## src/rtl/sreg_pkg.sv

```systemverilog
package sreg_pkg;

  // Kind of access after address decode.
  typedef enum logic [2:0] {
    K_IDLE     = 3'd0,
    K_WR_PLAIN = 3'd1,
    K_WR_MOD   = 3'd2,
    K_WR_OR    = 3'd3,
    K_RD_PLAIN = 3'd4,
    K_RD_ZERO  = 3'd5,  // read of an alias or unknown offset
    K_WR_UNDEC = 3'd6
  } acc_kind_e;

  // Byte address to word address shift for 8-byte accesses.
  localparam int unsigned WORD_SHIFT = 3;

endpackage

```

## src/rtl/sreg_decode.sv

```systemverilog
module sreg_decode
  import sreg_pkg::*;
#(
  parameter int unsigned ADDR_W    = 32,
  parameter int unsigned BASE_WORD = 32'h4020
) (
  input  logic              valid_i,
  input  logic              write_i,
  input  logic [ADDR_W-1:0] addr_i,
  output acc_kind_e         kind_o
);
  localparam int unsigned WORD_W = ADDR_W - WORD_SHIFT;
  localparam logic [WORD_W-1:0] W_PLAIN = WORD_W'(BASE_WORD);
  localparam logic [WORD_W-1:0] W_MOD   = WORD_W'(BASE_WORD + 1);
  localparam logic [WORD_W-1:0] W_OR    = WORD_W'(BASE_WORD + 2);

  logic [WORD_W-1:0] word;
  logic              aligned;
  logic              hit_plain, hit_mod, hit_or;

  assign word      = addr_i[ADDR_W-1:WORD_SHIFT];
  assign aligned   = (addr_i[WORD_SHIFT-1:0] == '0);
  assign hit_plain = aligned && (word == W_PLAIN);
  assign hit_mod   = aligned && (word == W_MOD);
  assign hit_or    = aligned && (word == W_OR);

  always_comb begin
    kind_o = K_IDLE;
    if (valid_i) begin
      if (write_i) begin
        if (hit_plain)    kind_o = K_WR_PLAIN;
        else if (hit_mod) kind_o = K_WR_MOD;
        else if (hit_or)  kind_o = K_WR_OR;
        else              kind_o = K_WR_UNDEC;
      end else begin
        kind_o = hit_plain ? K_RD_PLAIN : K_RD_ZERO;
      end
    end
  end
endmodule

```

## src/rtl/sreg_update.sv

```systemverilog
module sreg_update
  import sreg_pkg::*;
#(
  parameter int unsigned DATA_W     = 64,
  parameter int unsigned KEEP_BITS  = 16,
  parameter bit          CLEAR_MODE = 1'b0
) (
  input  logic              clk,
  input  logic              rst_n,
  input  acc_kind_e         kind_i,
  input  logic [DATA_W-1:0] wdata_i,
  output logic [DATA_W-1:0] status_o,
  output logic              irq_o
);
  localparam int unsigned DROP_BITS = DATA_W - KEEP_BITS;
  localparam logic [DATA_W-1:0] KEEP_MASK = {{KEEP_BITS{1'b1}}, {DROP_BITS{1'b0}}};

  logic [DATA_W-1:0] status_q;
  logic [DATA_W-1:0] mod_val;
  logic [DATA_W-1:0] raw_next;
  logic [DATA_W-1:0] next_val;
  logic              upd;
  logic              irq_q;

  // The modify alias is chosen at build time.
  generate
    if (CLEAR_MODE) begin : g_clear
      assign mod_val = '0;
    end else begin : g_and
      assign mod_val = status_q & wdata_i;
    end
  endgenerate

  always_comb begin
    upd      = 1'b1;
    raw_next = status_q;
    unique case (kind_i)
      K_WR_PLAIN: raw_next = wdata_i;
      K_WR_MOD:   raw_next = mod_val;
      K_WR_OR:    raw_next = status_q | wdata_i;
      default:    upd      = 1'b0;
    endcase
  end

  // Every update path passes the storage mask.
  assign next_val = raw_next & KEEP_MASK;

  always_ff @(posedge clk or negedge rst_n) begin
    if (!rst_n) begin
      status_q <= '0;
      irq_q    <= 1'b0;
    end else if (upd) begin
      status_q <= next_val;
      irq_q    <= next_val[DATA_W-1];
    end
  end

  assign status_o = status_q;
  assign irq_o    = irq_q;
endmodule

```

## src/rtl/sreg_readback.sv

```systemverilog
module sreg_readback
  import sreg_pkg::*;
#(
  parameter int unsigned DATA_W = 64
) (
  input  logic              clk,
  input  logic              rst_n,
  input  acc_kind_e         kind_i,
  input  logic [DATA_W-1:0] status_i,
  output logic              rsp_valid_o,
  output logic [DATA_W-1:0] rsp_data_o,
  output logic              unimp_o
);
  logic is_read, is_undec;

  assign is_read  = (kind_i == K_RD_PLAIN) || (kind_i == K_RD_ZERO);
  assign is_undec = (kind_i == K_RD_ZERO) || (kind_i == K_WR_UNDEC);

  always_ff @(posedge clk or negedge rst_n) begin
    if (!rst_n) begin
      rsp_valid_o <= 1'b0;
      rsp_data_o  <= '0;
      unimp_o     <= 1'b0;
    end else begin
      rsp_valid_o <= is_read;
      rsp_data_o  <= (kind_i == K_RD_PLAIN) ? status_i : '0;
      unimp_o     <= is_undec;
    end
  end
endmodule

```

## src/rtl/atomic_status_reg.sv

```systemverilog
module atomic_status_reg
  import sreg_pkg::*;
#(
  parameter bit          CLEAR_MODE = 1'b0,
  parameter int unsigned ADDR_W     = 32,
  parameter int unsigned DATA_W     = 64,
  parameter int unsigned KEEP_BITS  = 16
) (
  input  logic              clk,
  input  logic              rst_n,
  input  logic              req_valid,
  output logic              req_ready,
  input  logic              req_write,
  input  logic [ADDR_W-1:0] req_addr,
  input  logic [DATA_W-1:0] req_wdata,
  output logic              rsp_valid,
  output logic [DATA_W-1:0] rsp_data,
  output logic              unimp_o,
  output logic              irq_o
);
  localparam int unsigned BASE_WORD = CLEAR_MODE ? 32'h6080 : 32'h4020;

  acc_kind_e         kind;
  logic [DATA_W-1:0] status_q;

  assign req_ready = 1'b1;

  sreg_decode #(.ADDR_W(ADDR_W), .BASE_WORD(BASE_WORD)) u_decode (
    .valid_i (req_valid),
    .write_i (req_write),
    .addr_i  (req_addr),
    .kind_o  (kind)
  );

  sreg_update #(.DATA_W(DATA_W), .KEEP_BITS(KEEP_BITS), .CLEAR_MODE(CLEAR_MODE)) u_update (
    .clk      (clk),
    .rst_n    (rst_n),
    .kind_i   (kind),
    .wdata_i  (req_wdata),
    .status_o (status_q),
    .irq_o    (irq_o)
  );

  sreg_readback #(.DATA_W(DATA_W)) u_readback (
    .clk         (clk),
    .rst_n       (rst_n),
    .kind_i      (kind),
    .status_i    (status_q),
    .rsp_valid_o (rsp_valid),
    .rsp_data_o  (rsp_data),
    .unimp_o     (unimp_o)
  );
endmodule

```

## config.mk

```make
export PLATFORM = sky130hd
export DESIGN_NAME = atomic_status_reg
export DESIGN_NICKNAME = d
export VERILOG_FILES = /design/src/rtl/sreg_pkg.sv /design/src/rtl/sreg_decode.sv /design/src/rtl/sreg_update.sv /design/src/rtl/sreg_readback.sv /design/src/rtl/atomic_status_reg.sv
export SDC_FILE = /design/constraint.sdc
export NUM_CORES = 1
export LEC_CHECK = 0
export CORE_MARGIN = 3
export CORE_UTILIZATION = 33
export DETAILED_ROUTE_END_ITERATION = 8
export GPL_ROUTABILITY_DRIVEN = 0
export MAX_ROUTING_LAYER = met4
export PLACE_DENSITY = 0.86
export SLEW_MARGIN = 25
export SYNTH_ARGS = -nofsm -noshare
export SYNTH_HDL_FRONTEND = slang
export SYNTH_SLANG_ARGS = --single-unit
export TNS_END_PERCENT = 100
```

## constraint.sdc

```tcl
create_clock -name clk -period 1.75 [get_ports clk]
set_input_delay 0.35 -clock clk [delete_from_list [all_inputs] [get_ports clk]]
set_output_delay 0.35 -clock clk [all_outputs]
set_load 0.005 [all_outputs]
```

==> impl_metrics.tcl <==
set metrics [dict create \
    outcome "complete, no violations" \
    portBuffers 70 \
    nNetsFinal 359 \
    worstSetupEndpointType "register" \
    hold_ws_ns 0.4737 \
    htreeDepth 2 \
    ys_ff_latch 34 \
    drive_gt1_frac 0.1038 \
    p_per_area_nw_per_um2 591.0 \
    grt_pass1_vias 1234 \
    crit_end "u_update.status_o[61]" \
    via_per_inst 4.458 \
    cp_max_fo 8 \
    ys_types 27 \
    r2r_end "u_update.status_o[54]" \
    cts_tree "yes" \
    num_vias 1471 \
    drt_wl_total_um 4341 \
    skew_ns 0.002547 \
    cpPeakStageDelay_ns 0.41 \
    ys.warnings.count 0 \
    dpl.hpwl_um 3219 \
    firstDrtPassIters 4 \
    die_y_um 80.63 \
    dp_slack_ns -0.3606 \
    start_util 0.3509 \
    ir_drop_uv 401.3 \
    maxCapViolCount 0 \
    synthArstFlopShare 1.000 \
    antenna_found_initial 0 \
    die_w_um 80.63 \
    slowest_stage "clkdlybuf4s50_1" \
    finalCritPeriodShare 0.9839 \
    setup_ws_ns 0.02821 \
    syn_avg_cell_area_sq_um 10.10 \
    antenna_cells 0 \
    numCtsBuffers 5 \
    fmax_mhz 580.8 \
    syn_inst 182 \
    overflow 0 \
    ctsLongestPathBuffers 2 \
    final-setup-viol-count 0 \
    cts.sinks 34 \
    leakage_nw 1.319 \
    clk_pin_slew_worst_paths_ns 0.06 \
    r2r_slack_ns 0.98 \
    wire_per_inst_um 13.15 \
    area_growth_pct 44.93 \
    critPathLaunch "req_addr[27]" \
    synth_edf_count 0 \
    worst_r2r_startpoint "u_update.status_o[54]" \
    dieArea_sq_um 6501 \
    cp_num_buf_inv 2 \
    critical_path_class "primary input to register" \
    grt_max_degree 35 \
    clock_latency_ns 0.28 \
    ant_nets 0 \
    rows 26 \
    grt_pass1_wl_um 6030 \
    ys.flop_type "dfrtp_1" \
    num_io_pins 168 \
    crit_chain "clkdlybuf4s50_1, nor4_1, and4_4, and4b_2, clkbuf_16, a22o_1" \
    seq_area_frac_synth 0.4629 \
    cts-root-buf "clkbuf_8" \
    drt_iter0_drc 144 \
    reg2reg_depth 3 \
    grt.total_usage 0.1268 \
    drt_drc_violations_left 0 \
    start_kind "primary input" \
    fp.coreArea_sq_um 5238 \
    netlist_area_sq_um 1838 \
    report.final.slew_viol_count 0 \
    hold_class "primary input to asynchronous set/reset pin" \
    crit_arrival_ns 1.94 \
    path_depth 6 \
    cp_top_family "simple AND/OR/NAND/NOR gates" \
    critPathRequiredTime_ns 1.97 \
    fin_crit_ns 1.722 \
    ctsHoldBuffers 0 \
    hold_violations 0 \
]
layout make-up:
class	instances	area, sq um
fill	458	2574
multi-input combinational	136	754.5
sequential	34	850.8
timing repair buffer	81	875.8
tap	70	87.58
clock buffer	7	86.33
inverter	1	3.754
clock inverter	1	5.005
synthesized netlist by cell type, types with 3 or more instances:
library cell	number	area, sq um
a22o_1	13	113.9
a31oi_1	4	25.02
and2_1	16	100.1
buf_2	3	15.01
buf_4	49	367.9
clkbuf_1	3	11.26
dfrtp_1	34	850.8
nand3_1	13	65.06
nor2_1	20	75.07
nor4_1	5	31.28
o21a_1	3	22.52
flip-flops by register name, indices dropped and copies added (netlist names):
signal and flops:
u_readback.unimp_o 1, u_update.irq_o 1, u_readback.rsp_valid_o 1, u_update.status_o 15, u_readback.rsp_data_o 16
per-stage QoR:
| step | std cells | utilization | area [sq um] | power [W] | setup TNS [ns] |
|---|---|---|---|---|---|
| floorplan | 229 | - | 2014 | 0.0009311 | 0 |
| global placement | 320 | 0.4718 | 2471 | 0.001005 | -9.103 |
| detailed placement | 320 | 0.4718 | 2471 | 0.001010 | -10.21 |
| CTS | 328 | 0.4921 | 2577 | 0.001580 | 0 |
| global route | 330 | 0.5086 | 2664 | 0.001647 | -0.4907 |
| finish | 330 | 0.5086 | 2664 | 0.001574 | 0 |
logic make-up (layout without fill, tap and decap cells):
family,count (synthesis),after routing,share of synthesized area
AO/OA/AOI/OAI,21,21,0.09053
AND/OR/NAND/NOR,66,66,0.2029
flip-flops,34,34,0.4629
other,2,49,0.004086
buffers and inverters,59,90,0.2396
report_power, final:
group | total [W] | internal [W] | switching [W]
clock network | 0.000574 | 0.000317 | 0.000258
registers | 0.000790 | 0.000788 | 0.00000124
logic | 0.000210 | 0.000120 | 0.0000903
cells in the final DEF, fill, tap and decap left out, types with 3 or more instances in the layout:
| cell type | n |
|---|---|
| buf_12 | 3 |
| nor4_2 | 5 |
| and2_1 | 16 |
| dfrtp_1 | 34 |
| a22o_1 | 13 |
| dlymetal6s2s_1 | 12 |
| clkdlybuf4s50_1 | 58 |
| o21a_1 | 3 |
| a31oi_1 | 4 |
| nor2_1 | 20 |
| clkbuf_8 | 6 |
| buf_4 | 5 |
| conb_1 | 49 |
| nand3_1 | 13 |
worst reg2reg max path, delay by kind of cell (launching register included):
family	cells	cell delay, ns
AO/OA/AOI/OAI	2	0.30
flip-flops	1	0.37
AND/OR/NAND/NOR	1	0.05
repair_timing:
action                                  in CTS  in global routing
gates cloned                                 0                  1
endpoints found under the setup margin      20                 27
setup buffers                                0                  1
pin swaps                                    2                 10
gates resized for setup                      6                 17
layer usage:
metal  global-route usage  part of all wire
met4              0.05068             0.014
met3              0.03475              0.11
met1               0.1332              0.34
met5                    -                 0
met2               0.2243              0.54
how the worst min path moves through the flow:
| stage | end |
|---|---|
| floorplan | u_readback.rsp_data_o[48] |
| global placement | u_readback.rsp_data_o[51] |
| detailed placement | u_readback.rsp_data_o[56] |
| CTS | u_update.status_o[49] |
| global route | u_readback.rsp_data_o[49] |
| finish | u_readback.rsp_data_o[49] |
No activity file was read; power rests on OpenSTA's default activity.
